==> config.mk <==
export PLATFORM = sky130hd
export DESIGN_NAME = serial_link_master
export DESIGN_NICKNAME = d
export VERILOG_FILES = /design/src/rtl/slm_pkg.sv /design/src/rtl/slm_clkgen.sv /design/src/rtl/slm_rxcap.sv /design/src/rtl/serial_link_master.sv
export SDC_FILE = /design/constraint.sdc
export NUM_CORES = 1
export LEC_CHECK = 0
export BUFFER_PORTS_ARGS = -buffer_cell sky130_fd_sc_hd__buf_2
export CORE_MARGIN = 2
export CORE_UTILIZATION = 64
export CTS_BUF_LIST = sky130_fd_sc_hd__clkbuf_8
export CTS_CLUSTER_SIZE = 30
export DETAILED_ROUTE_END_ITERATION = 7
export PLACE_DENSITY = 0.9
export SLEW_MARGIN = 20
export SYNTH_ARGS = -nofsm -noshare
export SYNTH_HDL_FRONTEND = slang
export SYNTH_HIERARCHICAL = 1
export SYNTH_SLANG_ARGS = --single-unit
==> constraint.sdc <==
create_clock -name clk -period 8.84 [get_ports clk]
set_input_delay 0.442 -clock clk [delete_from_list [all_inputs] [get_ports clk]]
set_output_delay 0.442 -clock clk [all_outputs]
set_load 0.02 [all_outputs]
==> src/rtl/slm_pkg.sv <==
package slm_pkg;

  typedef enum logic [1:0] {
    STS_NONE = 2'd0,
    STS_DONE = 2'd1,
    STS_TMO  = 2'd2,
    STS_BAD  = 2'd3
  } sts_e;

  typedef enum logic [3:0] {
    S_IDLE, S_START, S_TX, S_ECHO, S_HUNT, S_TAG, S_DATA,
    S_CRC, S_SDLY, S_PRE, S_BRK, S_POST, S_PAD
  } st_e;

  typedef enum logic [1:0] {
    FLD_NONE, FLD_TAG, FLD_DATA, FLD_CRC
  } fld_e;

  localparam logic [7:0] OP_FRAME = 8'h01;
  localparam logic [7:0] OP_BREAK = 8'h02;
  localparam logic [7:0] OP_PAD   = 8'h03;

endpackage

==> src/rtl/slm_clkgen.sv <==
module slm_clkgen #(
  parameter int HW = 4
) (
  input  logic          clk,
  input  logic          rst_n,
  input  logic          run,
  input  logic          clr,
  input  logic [HW-1:0] half,
  output logic          lclk,
  output logic          smp,
  output logic          last
);
  localparam int CW = HW + 1;

  logic [CW-1:0] tcnt;
  logic [CW-1:0] ph;

  // a programmed phase of zero is treated as one system clock
  function automatic logic [CW-1:0] phase_len(input logic [HW-1:0] x);
    return (x == '0) ? CW'(1) : CW'(x);
  endfunction

  assign ph   = phase_len(half);
  assign smp  = run && (tcnt == ph - CW'(1));
  assign last = run && (tcnt >= (ph << 1) - CW'(1));
  assign lclk = !run || (tcnt >= ph);

  always_ff @(posedge clk or negedge rst_n) begin
    if (!rst_n)                  tcnt <= '0;
    else if (clr || !run || last) tcnt <= '0;
    else                         tcnt <= tcnt + CW'(1);
  end

  AST_SAMPLE_THEN_RISE: assert property (@(posedge clk) disable iff (!rst_n)
    (smp && !clr && !last) |=> lclk);

endmodule

==> src/rtl/slm_rxcap.sv <==
module slm_rxcap
  import slm_pkg::*;
#(
  parameter int DW = 32
) (
  input  logic          clk,
  input  logic          rst_n,
  input  logic          clr,
  input  logic          smp,
  input  fld_e          fld,
  input  logic          sdi,
  output logic          lo_seen,
  output logic [3:0]    tag,
  output logic [DW-1:0] data,
  output logic [3:0]    crc
);
  logic bit_in;
  assign bit_in = ~sdi;  // wire low is a logical one

  always_ff @(posedge clk or negedge rst_n) begin
    if (!rst_n) begin
      lo_seen <= 1'b0;
      tag     <= '0;
      data    <= '0;
      crc     <= '0;
    end else if (clr) begin
      lo_seen <= 1'b0;
      tag     <= '0;
      data    <= '0;
      crc     <= '0;
    end else if (smp) begin
      lo_seen <= bit_in;
      case (fld)
        FLD_TAG:  tag  <= {tag[2:0], bit_in};
        FLD_DATA: data <= {data[DW-2:0], bit_in};
        FLD_CRC:  crc  <= {crc[2:0], bit_in};
        default:  ;
      endcase
    end
  end

  AST_FIELDS_IDLE: assert property (@(posedge clk) disable iff (!rst_n)
    (!smp && !clr) |=> ($stable(tag) && $stable(data) && $stable(crc)));

endmodule

==> src/rtl/serial_link_master.sv <==
module serial_link_master
  import slm_pkg::*;
#(
  parameter int HW       = 4,
  parameter int CNT_W    = 16,
  parameter int PRE_N    = 50,
  parameter int BRK_N    = 256,
  parameter int POST_N   = 16000,
  parameter int HUNT_MAX = 1000,
  parameter int DMAX     = 32
) (
  input  logic            clk,
  input  logic            rst_n,
  input  logic            start,
  input  logic [23:0]     cmd,
  input  logic [31:0]     pay0,
  input  logic [31:0]     pay1,
  input  logic [7:0]      echo_dly,
  input  logic [7:0]      send_dly,
  input  logic [HW-1:0]   half_per,
  input  logic            cont_en,
  input  logic            sdi,
  output logic            busy,
  output logic            done,
  output logic [1:0]      status,
  output logic [3:0]      rsp_tag,
  output logic [DMAX-1:0] rsp_data,
  output logic [3:0]      rsp_crc,
  output logic            lclk,
  output logic            sdo,
  output logic            sdo_oe,
  output logic            xcvr_tx
);
  localparam logic [CNT_W-1:0] PRE_LAST  = CNT_W'(PRE_N - 1);
  localparam logic [CNT_W-1:0] BRK_LAST  = CNT_W'(BRK_N - 1);
  localparam logic [CNT_W-1:0] POST_LAST = CNT_W'(POST_N - 1);
  localparam logic [CNT_W-1:0] HUNT_LAST = CNT_W'(HUNT_MAX - 1);
  localparam logic [CNT_W-1:0] NIB_LAST  = CNT_W'(3);

  st_e              st, st_n;
  sts_e             pend, pend_n, sts_q, fin_sts;
  logic [CNT_W-1:0] cnt, cnt_n;
  logic [63:0]      tx_sh;
  logic [7:0]       nbits, dlen, echo_q, sdly_q;
  logic             fin, go, run, smp, last, lo_seen, cnt_zero, rx_dir;
  fld_e             fld;

  // reply data length, clamped to the capture register width
  function automatic logic [7:0] data_bits(input logic [7:0] n);
    return (n > 8'(DMAX)) ? 8'(DMAX) : n;
  endfunction

  assign go       = start && (st == S_IDLE);
  assign run      = (st != S_IDLE) || cont_en;
  assign cnt_zero = (cnt == '0);
  assign rx_dir   = (st == S_HUNT) || (st == S_TAG) || (st == S_DATA) ||
                    (st == S_CRC)  || (st == S_SDLY);

  always_comb begin
    case (st)
      S_TAG:   fld = FLD_TAG;
      S_DATA:  fld = FLD_DATA;
      S_CRC:   fld = FLD_CRC;
      default: fld = FLD_NONE;
    endcase
  end

  slm_clkgen #(.HW(HW)) i_clkgen (
    .clk(clk), .rst_n(rst_n), .run(run), .clr(go), .half(half_per),
    .lclk(lclk), .smp(smp), .last(last)
  );

  slm_rxcap #(.DW(DMAX)) i_rxcap (
    .clk(clk), .rst_n(rst_n), .clr(go), .smp(smp), .fld(fld), .sdi(sdi),
    .lo_seen(lo_seen), .tag(rsp_tag), .data(rsp_data), .crc(rsp_crc)
  );

  always_comb begin
    st_n    = st;
    cnt_n   = cnt;
    pend_n  = pend;
    fin     = 1'b0;
    fin_sts = pend;
    if (st == S_IDLE) begin
      if (start) begin
        case (cmd[7:0])
          OP_FRAME: st_n = S_START;
          OP_BREAK: begin st_n = S_PRE; cnt_n = PRE_LAST; end
          OP_PAD: begin
            if (cmd[15:8] == 8'd0) begin fin = 1'b1; fin_sts = STS_DONE; end
            else begin st_n = S_PAD; cnt_n = CNT_W'(cmd[15:8] - 8'd1); end
          end
          default: begin fin = 1'b1; fin_sts = STS_BAD; end
        endcase
      end
    end else if (last) begin
      case (st)
        S_START, S_TX: begin
          if ((st == S_START) ? (nbits == 8'd0) : cnt_zero) begin
            if (echo_q == 8'd0) begin st_n = S_HUNT; cnt_n = '0; end
            else begin st_n = S_ECHO; cnt_n = CNT_W'(echo_q - 8'd1); end
          end else if (st == S_START) begin
            st_n = S_TX; cnt_n = CNT_W'(nbits - 8'd1);
          end else cnt_n = cnt - CNT_W'(1);
        end
        S_ECHO: begin
          if (cnt_zero) begin st_n = S_HUNT; cnt_n = '0; end
          else cnt_n = cnt - CNT_W'(1);
        end
        S_HUNT, S_CRC: begin
          if (st == S_HUNT && lo_seen) begin
            st_n = S_TAG; cnt_n = NIB_LAST;
          end else if (st == S_HUNT && cnt != HUNT_LAST) begin
            cnt_n = cnt + CNT_W'(1);
          end else if (st == S_CRC && !cnt_zero) begin
            cnt_n = cnt - CNT_W'(1);
          end else begin
            pend_n = (st == S_HUNT) ? STS_TMO : STS_DONE;
            if (sdly_q == 8'd0) begin fin = 1'b1; fin_sts = pend_n; end
            else begin st_n = S_SDLY; cnt_n = CNT_W'(sdly_q - 8'd1); end
          end
        end
        S_TAG: begin
          if (!cnt_zero) cnt_n = cnt - CNT_W'(1);
          else if (rsp_tag[1:0] == 2'b00 && dlen != 8'd0) begin
            st_n = S_DATA; cnt_n = CNT_W'(data_bits(dlen) - 8'd1);
          end else begin st_n = S_CRC; cnt_n = NIB_LAST; end
        end
        S_DATA: begin
          if (cnt_zero) begin st_n = S_CRC; cnt_n = NIB_LAST; end
          else cnt_n = cnt - CNT_W'(1);
        end
        S_PRE: begin
          if (cnt_zero) begin st_n = S_BRK; cnt_n = BRK_LAST; end
          else cnt_n = cnt - CNT_W'(1);
        end
        S_BRK: begin
          if (cnt_zero) begin st_n = S_POST; cnt_n = POST_LAST; end
          else cnt_n = cnt - CNT_W'(1);
        end
        S_POST, S_PAD: begin
          if (cnt_zero) begin fin = 1'b1; fin_sts = STS_DONE; end
          else cnt_n = cnt - CNT_W'(1);
        end
        S_SDLY: begin
          if (cnt_zero) fin = 1'b1;
          else cnt_n = cnt - CNT_W'(1);
        end
        default: ;
      endcase
    end
    if (fin) st_n = S_IDLE;
  end

  always_ff @(posedge clk or negedge rst_n) begin
    if (!rst_n) begin
      st     <= S_IDLE;
      cnt    <= '0;
      pend   <= STS_NONE;
      sts_q  <= STS_NONE;
      done   <= 1'b0;
      tx_sh  <= '0;
      nbits  <= '0;
      dlen   <= '0;
      echo_q <= '0;
      sdly_q <= '0;
    end else begin
      st   <= st_n;
      cnt  <= cnt_n;
      pend <= pend_n;
      done <= fin;
      if (go) begin
        sts_q  <= STS_NONE;
        tx_sh  <= {pay0, pay1};
        nbits  <= cmd[15:8];
        dlen   <= cmd[23:16];
        echo_q <= echo_dly;
        sdly_q <= send_dly;
      end else if (st == S_TX && last) begin
        tx_sh <= {tx_sh[62:0], 1'b0};
      end
      if (fin) sts_q <= fin_sts;
    end
  end

  always_comb begin
    case (st)
      S_START, S_BRK: sdo = 1'b0;
      S_TX:           sdo = ~tx_sh[63];
      default:        sdo = 1'b1;
    endcase
  end

  assign sdo_oe  = !rx_dir;
  assign xcvr_tx = !rx_dir;
  assign busy    = (st != S_IDLE);
  assign status  = sts_q;

  AST_DONE_SINGLE: assert property (@(posedge clk) disable iff (!rst_n)
    (done && !start) |=> !done);
  AST_HUNT_WINDOW: assert property (@(posedge clk) disable iff (!rst_n)
    (st == S_HUNT) |-> (cnt <= HUNT_LAST));
  AST_TAG_AFTER_LOW: assert property (@(posedge clk) disable iff (!rst_n)
    (st == S_TAG && $past(st) == S_HUNT) |-> $past(lo_seen));
  AST_RESULTS_HELD: assert property (@(posedge clk) disable iff (!rst_n)
    (st == S_IDLE && !start) |=> ($stable(rsp_data) && $stable(rsp_tag) && $stable(rsp_crc) && $stable(status)));
  AST_LINE_QUIET: assert property (@(posedge clk) disable iff (!rst_n)
    (st == S_IDLE && !cont_en) |-> (lclk && sdo && sdo_oe));

endmodule

==> results of run 1 <==
worst max-delay path: cells and delay by family (launching register included):
| kind | cells | cell delay (ps) |
|---|---|---|
| buf+inv | 1 | 300 |
| flops | 1 | 330 |
| compound gates | 3 | 540 |
| simple gates | 4 | 2590 |
cells by family after synthesis:
group	after synthesis
flops	167
compound gates	282
simple gates	414
xor+xnor	54
mux	134
buf+inv	113
fa+ha+maj	19
cell type report:
cell class              count  area share
well taps                 220     0.02299
clock inverters            15     0.01494
multi-input cells         903      0.5093
repair buffers            171     0.07483
inverters                  28    0.009196
diodes                      1   0.0002090
flip-flops and latches    167      0.3490
clock buffers              17     0.01954
routing by layer:
layer,GRT usage,wire length [um],up-vias,share of wire
met5,0,0,-,0
met4,0.1357,1147,0,0.038
met3,0.08314,2991,139,0.099
met2,0.5439,13960,554,0.46
met1,0.4515,12040,4610,0.40
li1,-,-,4488,-
report_power, final:
group | switching, mW | total, mW | internal, mW
Sequential | 0.278 | 1.28 | 0.998
Clock | 0.337 | 0.576 | 0.240
Combinational | 1.09 | 1.82 | 0.726
layout by cell type, fill, tap and decap left out, types with 6 or more instances in the layout:
master / n
o31ai_1: 7
a22o_1: 9
xnor2_1: 28
and3_1: 6
a211oi_1: 12
nand4_1: 12
nand2b_1: 28
nor4_1: 17
a221oi_1: 8
nand2b_2: 22
nor2b_1: 9
clkbuf_8: 18
xor2_1: 26
dfrtp_1: 167
inv_1: 25
buf_2: 159
mux2_2: 30
mux2i_1: 104
nor3b_1: 7
buf_4: 10
or3_1: 6
nand3_1: 26
o221ai_1: 6
or4_1: 9
o211ai_1: 15
ha_1: 19
nor3_1: 24
a22oi_1: 7
a21oi_1: 108
o22ai_1: 12
o21ai_0: 49
a31oi_1: 6
nor2_1: 125
nand2_1: 79
flip-flops by register name (all words and copies together), names as in the netlist:
name and flops:
tx_sh 64, i_rxcap/data 32, cnt 16, dlen 8
echo_q 8, nbits 8, sdly_q 8, i_clkgen/tcnt 5
i_rxcap/crc 4, i_rxcap/tag 4, st 4, pend 2
status 2, done 1, i_rxcap/lo_seen 1
final timing paths:
check,end,depth (start not counted)
worst max-delay path,cnt[1],8
worst min-delay path,i_rxcap/data[24],1
worst max register to register,cnt[1],8
worst min register to register,i_clkgen/tcnt[0],1
max in group asynchronous,tx_sh[62],2
min in group clk,sdly_q[0],3
==> flow_summary.yaml, run 1 <==
outcome:
  status: "finished clean"
worst_setup_path:
  cp-start-kind: "register"
  crit_chain: "buf_4, nor2b_1, nand2_1, nor2_1, a211o_1, a21oi_1, nor4_1, o221ai_1"
  r2r_slack_ps: 4920
  critPathLaunch: "st[2]"
  worstSetupPathType: "register to register"
  slowest_delay_ps: 860
  cp_slowest_cell: "nor2_1"
  crit_path_max_fanout: 32
  critical_path_arrival_ps: 4240
  required_ps: 9160
  r2r-start: "st[2]"
  endpoint_kind: "register"
sta:
  finalClockSkew_ps: 16.31
  rsz0062_at_grt: "no"
  max_slew_margin: 0.3282
  setup_viol: 0
  fmax_mhz: 255.4
  tns_ps: 0
  hold_violations: 0
  worstMarginPinSlew_ps: 1004
  fin_crit_ps: 3915
  whs_ps: 75.79
  period_share: 0.4429
  setup_ws_ps: 4925
  finalMaxSlewViolations: 0
clock_tree:
  numCtsBuffers: 17
  cts_tree: "yes"
  cts_hold_buf: 0
  cts_buffer_depth: 2
  clock_sinks: 167
  cts.reportedPaths.clkPinSlew_ps: 110
  h-tree-depth: 4
  cts.root.buffer_cell: "clkbuf_8"
  clk_latency_ps: 480
  cts_resized: 0
  post_cts_buffers: 0
place:
  io_buffers: 160
  dpl_cell_area_mm2: 0.01155
  dp.cells: 1489
  gp_congestion: 0.9921
  pre_cts_ws_ps: 4603
  dp_hpwl_um: 21070
finish:
  fillCellCount: 1231
  post-route-util: 0.7220
  fin_cells: 1522
  regArea_mm2: 0.004179
  nets: 1420
  layout-drive-gt1-share: 0.2183
  fin_area_mm2: 0.01197
  multiInputGateArea_mm2: 0.006097
  area_delta_synth_final_pct: 10.64
synth:
  synth.net_count: 1315
  synth_edf_count: 0
  ys_seq_elements: 167
  seq_area_frac_synth: 0.3862
  syn_area_mm2: 0.01082
  yosysTopAreaCellShare: 0.3862
  synth_top_area_cell: "dfrtp_1"
  yosys_most_used_dff: "dfrtp_1"
  synth_fa_ha_area_frac: 0.02197
  syn_avg_cell_area_um2: 9.148
  synthSimpleGateAreaFrac: 0.2034
  postSynth.asyncResetShare: 1.000
  synth_mux_area_frac: 0.1274
  yosysUniqueCellTypes: 84
  yosysMostFrequentCell: "dfrtp_1"
  synth_top_family_by_area: "simple AND/OR/NAND/NOR gates"
  synth-compound-area-share: 0.1664
  ys.warnings.count: 6
  synth_common_cells: "dfrtp_1, nor2_1, a21oi_1"
  syn-instance-count: 1183
  synth_area_leaders: "dfrtp_1, mux2i_1, a21oi_1"
  synth_xor_area_frac: 0.04370
global_routing:
  grt_overflow_total: 0
  grt_pass1_wl_um: 48530
  grt_use_total: 0.3409
  antenna_found_initial: 1
  grt_pass1_vias: 9383
  grt_max_degree: 128
floorplan:
  rows: 47
  core_area_mm2: 0.01658
  initial_core_util: 0.6526
  die_h_um: 134.0
  die_area_mm2: 0.01797
  dieWidth_um: 134.0
  ios: 161
routing:
  drc: 0
  wirelength_um: 30140
  avgViaCountPerCell: 6.433
  post_drt_wl_per_cell_um: 19.81
  vias: 9791
  drt-initial-drc-count: 957
  final_antenna_net_count: 0
  first_pass_iters: 7
power:
  p_leak_nw: 4.971
  total_power_mw: 3.673
  ir_worst_vdd_mv: 0.2111
  power.density_mw_per_mm2: 306.8
run:
  max-cap-violations: 0
worst_hold_path:
  hold_class: "input pin to async pin"
No activity file was read; power rests on OpenSTA's default activity.
==> run 2: changes to the inputs <==
--- a/config.mk
+++ b/config.mk
@@ -7,11 +7,11 @@
 export LEC_CHECK = 0
 export BUFFER_PORTS_ARGS = -buffer_cell sky130_fd_sc_hd__buf_2
 export CORE_MARGIN = 2
-export CORE_UTILIZATION = 64
+export CORE_UTILIZATION = 60
 export CTS_BUF_LIST = sky130_fd_sc_hd__clkbuf_8
 export CTS_CLUSTER_SIZE = 30
 export DETAILED_ROUTE_END_ITERATION = 7
-export PLACE_DENSITY = 0.9
+export PLACE_DENSITY = 0.85
 export SLEW_MARGIN = 20
 export SYNTH_ARGS = -nofsm -noshare
 export SYNTH_HDL_FRONTEND = slang
==> constraint.sdc (replaced) <==
create_clock -name clk -period 4.11 [get_ports clk]
set_input_delay 0.2055 -clock clk [delete_from_list [all_inputs] [get_ports clk]]
set_output_delay 0.2055 -clock clk [all_outputs]
set_load 0.02 [all_outputs]
==> run 2 against run 1 <==
Compared with the run above: clock skew grew 4.0 ps; core utilization shrank 2.9 points; global-route usage shrank 1.9 points; power grew 120%.
==> flow_summary.yaml, run 2 (synthesized netlist as in run 1, its figures left out) <==
worst_setup_path:
  required_ps: 4520
  critical_path_arrival_ps: 3690
  crit_path_max_fanout: 14
  endpoint_kind: "register"
  r2r_slack_ps: 830
  cp-start-kind: "input pin"
  worstSetupPathType: "input pin to register"
finish:
  fin_area_mm2: 0.01237
  layout_commonest_cell: "dfrtp_1"
  area_delta_synth_final_pct: 14.29
  regMostFlops: "tx_sh"
  final_cell_mix: "dfrtp_1, buf_2, nor2_1"
  reg_top3: "tx_sh: 64 flops, i_rxcap/data: 32 flops, cnt: 16 flops"
  fin_cells: 1566
  layout-drive-gt1-share: 0.2186
  nets: 1455
  fillCellCount: 1326
  multiInputGateArea_mm2: 0.006097
  largest_register_ffs: 64
  regArea_mm2: 0.004179
clock_tree:
  cts.root.buffer_cell: "clkbuf_8"
  cts_resized: 0
  cts_tree: "yes"
  clock_sinks: 167
  h-tree-depth: 4
  cts.reportedPaths.clkPinSlew_ps: 120
  cts_buffer_depth: 2
  numCtsBuffers: 17
  clk_latency_ps: 480
routing:
  avgViaCountPerCell: 6.350
  final_antenna_net_count: 0
  first_pass_iters: 6
  drc: 0
  post_drt_wl_per_cell_um: 19.87
  vias: 9944
  wirelength_um: 31110
  drt-initial-drc-count: 1090
global_routing:
  grt_pass1_wl_um: 49920
  grt_pass1_vias: 9503
  grt_max_degree: 128
  antenna_found_initial: 2
  grt_use_total: 0.3221
  grt_overflow_total: 0
power:
  ir_worst_vdd_mv: 0.4796
  total_power_mw: 8.031
  seq_power_share: 0.344
  clkPwrFrac: 0.153
  power.share.switching: 0.4705
  p_leak_nw: 5.140
  p_int_mw: 4.252
  power.density_mw_per_mm2: 649.3
  switching_power_mw: 3.779
  comb_power_share: 0.504
sta:
  worstMarginPinSlew_ps: 951.5
  finalMaxSlewViolations: 0
  whs_ps: 20.17
  period_share: 0.7981
  max_slew_margin: 0.3598
  rsz0062_at_grt: "no"
  setup_viol: 0
  hold_violations: 0
  fmax_mhz: 304.8
  fin_crit_ps: 3280
  tns_ps: 0
  finalClockSkew_ps: 20.32
floorplan:
  rows: 49
  ios: 161
  core_area_mm2: 0.01784
  initial_core_util: 0.6066
  dieWidth_um: 138.3
  die_h_um: 138.3
  die_area_mm2: 0.01913
outcome:
  status: "finished clean"
place:
  dp_hpwl_um: 21860
  dp.cells: 1505
  gp_congestion: 1.011
  dpl_cell_area_mm2: 0.01168
  io_buffers: 160
run:
  max-cap-violations: 0
worst_hold_path:
  hold_class: "input pin to register"
[run 2: routing by layer]
metal	up-vias	part of all wire	global-route usage
li1	4570	-	-
met1	4746	0.40	0.4349
met5	-	0.00051	0
met2	535	0.47	0.5169
met4	2	0.035	0.1182
met3	91	0.092	0.06789
[run 2: timing repair]
action,in CTS,in global routing
hold buffers,28,0
hold endpoints to repair,97,0
setup buffers,0,0
[run 2: stage by stage]
| step | utilization | setup slack [ps] |
|---|---|---|
| floorplan | - | 860.6 |
| global placement | 0.6545 | 597.8 |
| detailed placement | 0.6545 | 411.7 |
| CTS | 0.6931 | 890.7 |
| global route | 0.6932 | 541.6 |
| finish | 0.6932 | 829.7 |
[run 2: final cells by class]
type                            count  area share
Inverter                           28    0.008902
Antenna cell                        1   0.0002023
Sequential cell                   167      0.3379
Tap cell                          229     0.02317
Clock buffer                       17     0.01892
Multi-Input combinational cell    903      0.4930
Clock inverter                     15     0.01406
Timing Repair Buffer              206      0.1039
[run 2: path summary, 6_finish.rpt]
check / start / end / cells past startpoint
max: half_per[2] / cnt[4] / 17
min reg2reg: pend[0] / pend[0] / 2
max reg2reg: st[2] / st[0] / 9
min: pay0[22] / tx_sh[54] / 3
max in group asynchronous: rst_n / cnt[1] / 3
min in group asynchronous: rst_n / i_rxcap/data[25] / 2
[run 2: worst max-delay path, stage by stage]
cell and delay [ps]:
buf_2 160, nor3_1 50, or2_2 310, inv_1 70, ha_1 210, xnor2_1 90
ha_1 300, a21o_1 110, a21oi_1 70, a21oi_1 420, buf_4 240, a21o_1 110
o21ai_0 80, nor3_1 400, nand2_1 410, a211oi_1 290, a22o_1 160
[run 2: power groups by stage]
stage          clock (mW)  combinational [mW]  sequential, mW
3_5_place_dp            0                3.88            2.76
5_1_grt              1.30                4.37            2.83
4_1_cts              1.23                3.93            2.73
2_1_floorplan           0                3.09            2.48
3_3_place_gp            0                3.80            2.74
6_report             1.23                4.04            2.76
==> run 3: changes to the inputs <==
--- a/config.mk
+++ b/config.mk
@@ -7,11 +7,11 @@
 export LEC_CHECK = 0
 export BUFFER_PORTS_ARGS = -buffer_cell sky130_fd_sc_hd__buf_2
 export CORE_MARGIN = 2
-export CORE_UTILIZATION = 60
+export CORE_UTILIZATION = 54
 export CTS_BUF_LIST = sky130_fd_sc_hd__clkbuf_8
 export CTS_CLUSTER_SIZE = 30
 export DETAILED_ROUTE_END_ITERATION = 7
-export PLACE_DENSITY = 0.85
+export PLACE_DENSITY = 0.81
 export SLEW_MARGIN = 20
 export SYNTH_ARGS = -nofsm -noshare
 export SYNTH_HDL_FRONTEND = slang
==> constraint.sdc (replaced) <==
create_clock -name clk -period 2.9 [get_ports clk]
set_input_delay 0.145 -clock clk [delete_from_list [all_inputs] [get_ports clk]]
set_output_delay 0.145 -clock clk [all_outputs]
set_load 0.02 [all_outputs]
==> run 3 against run 2 <==
Compared with the run above: core utilization grew 0.98 points; sequential share of layout area shrank 3.4 points; register-to-register slack lost 720 ps; largest cell class unchanged; combinational power grew 69%; sequential power grew 36%; power grew 53%; die area grew 11%; sequential cell count is the same.
==> flow_summary.yaml, run 3 (synthesized netlist as in run 1, its figures left out) <==
sta:
  fmax_mhz: 358.4
  period_share: 0.9620
  rsz0062_at_grt: "no"
  finalClockSkew_ps: 16.00
  finalMaxSlewViolations: 0
  hold_violations: 0
  max_slew_margin: 0.5428
  worstMarginPinSlew_ps: 683.2
  fin_crit_ps: 2790
  setup_viol: 0
  setup_ws_ps: 110.2
routing:
  post_drt_wl_per_cell_um: 20.36
  final_antenna_net_count: 0
  first_pass_iters: 5
  drc: 0
  avgViaCountPerCell: 6.075
  vias: 10660
  met1_length_um: 14120
  wirelength_um: 35710
  wl_met2_um: 17470
  dr.max_layer_used: "met4"
  drt-initial-drc-count: 1066
  dr_wl_met3_um: 2814
clock_tree:
  post_cts_buffers: 0
  h-tree-depth: 4
  cts.reportedPaths.clkPinSlew_ps: 120
  cts_tree: "yes"
  clock_sinks: 167
  numCtsBuffers: 17
  cts.root.buffer_cell: "clkbuf_8"
  cts_buffer_depth: 2
  clk_latency_ps: 470
floorplan:
  dieWidth_um: 145.6
  rows: 51
  die_area_mm2: 0.02119
  ios: 161
  initial_core_util: 0.5524
  die_h_um: 145.6
  core_area_mm2: 0.01959
finish:
  final_cell_mix: "dfrtp_1, buf_2, nor2_1"
  largest_register_ffs: 64
  regMostFlops: "tx_sh"
  regArea_mm2: 0.004179
  layout-drive-gt1-share: 0.2587
  reg_top3: "tx_sh: 64 flops, i_rxcap/data: 32 flops, cnt: 16 flops"
  fillCellCount: 1479
  nets: 1607
  multiInputGateArea_mm2: 0.006101
  layout_commonest_cell: "dfrtp_1"
  fin_area_mm2: 0.01377
  area_delta_synth_final_pct: 27.27
run:
  max-cap-violations: 0
worst_setup_path:
  endpoint: "tx_sh[20]"
  endpoint_kind: "register"
  crit_path_max_fanout: 23
  critPathLaunch: "st[3]"
  required_ps: 3250
  r2r-start: "st[3]"
  cp-start-kind: "register"
  slowest_delay_ps: 420
  r2r_slack_ps: 110
  worstSetupPathType: "register to register"
  crit_chain: "or2_2, nor3_1, nand2b_1, inv_1, a21oi_1, buf_4, mux2i_1, nor3_2, buf_4, buf_12, nor2_1, a21oi_1"
  critical_path_arrival_ps: 3140
  cp_slowest_cell: "dfrtp_1"
  r2r_cells: 12
  r2r_end: "tx_sh[20]"
power:
  p_leak_nw: 5.864
  power.density_mw_per_mm2: 890.6
  ir_worst_vdd_mv: 0.4570
global_routing:
  grt_overflow_total: 0
  grt_max_degree: 85
  grt_pass1_wl_um: 57300
  antenna_found_initial: 1
  grt_use_total: 0.3360
  grt_pass1_vias: 10770
place:
  io_buffers: 160
  gp_congestion: 1.046
  dpl_cell_area_mm2: 0.01247
  pre_cts_ws_ps: -109.9
  dp_hpwl_um: 24230
outcome:
  status: "finished clean"
worst_hold_path:
  hold_class: "input pin to register"
  worstHoldStart: "pay0[24]"
==> run 3: per-layer routing <==
metal / vias up / global-route usage
li1: 4881 / -
met1: 5139 / 0.4292
met2: 534 / 0.5692
met4: 0 / 0.1260
met3: 102 / 0.06458
met5: - / 0
==> run 3: cell type report <==
class / count / share of cell area
timing repair buffer: 358 / 0.1918
multi-input combinational: 903 / 0.4430
antenna: 1 / 0.0001817
sequential: 167 / 0.3034
inverter: 28 / 0.007994
clock inverter: 15 / 0.01263
tap: 265 / 0.02407
clock buffer: 17 / 0.01699
==> run 3: worst min path at each step <==
stage | endpoint | cells past startpoint
after detailed placement | i_rxcap/data[24] | 1
final | tx_sh[56] | 3
after CTS | tx_sh[4] | 3
after global routing | tx_sh[56] | 3
after global placement | i_rxcap/data[24] | 1
after floorplan | cnt[0] | 0
==> run 3: power by group <==
part	switching, mW	internal, mW
sequential	0.692	3.05
clock	1.06	0.658
combinational	3.89	2.92
==> run 3: what timing repair did <==
item / 4_1_cts / 5_1_grt
endpoints found under the setup margin: 0 / 2
gates resized for setup: 0 / 2
hold buffers: 89 / 0
endpoints found under the hold margin: 131 / 0
==> run 3: critical path, delay by kind of cell (launching register included) <==
kind	cells	cell delay, ps
AOI/OAI and AO/OA	2	190
buffers and inverters	4	710
DFF	1	420
muxes	1	290
and+or+nand+nor	5	1080
==> run 3: metrics by stage <==
stage          hold WS [ps]  total power [mW]  utilization  std cells  TNS (ps)
2_1_floorplan        -150.6             7.903            -       1183         0
3_3_place_gp          103.1             9.976       0.6365       1632         0
3_5_place_dp          107.4             10.14       0.6365       1632    -246.3
4_1_cts               2.635             11.97       0.7028       1753         0
5_1_grt               11.27             13.00       0.7031       1754         0
6_report              22.93             12.27       0.7031       1754         0
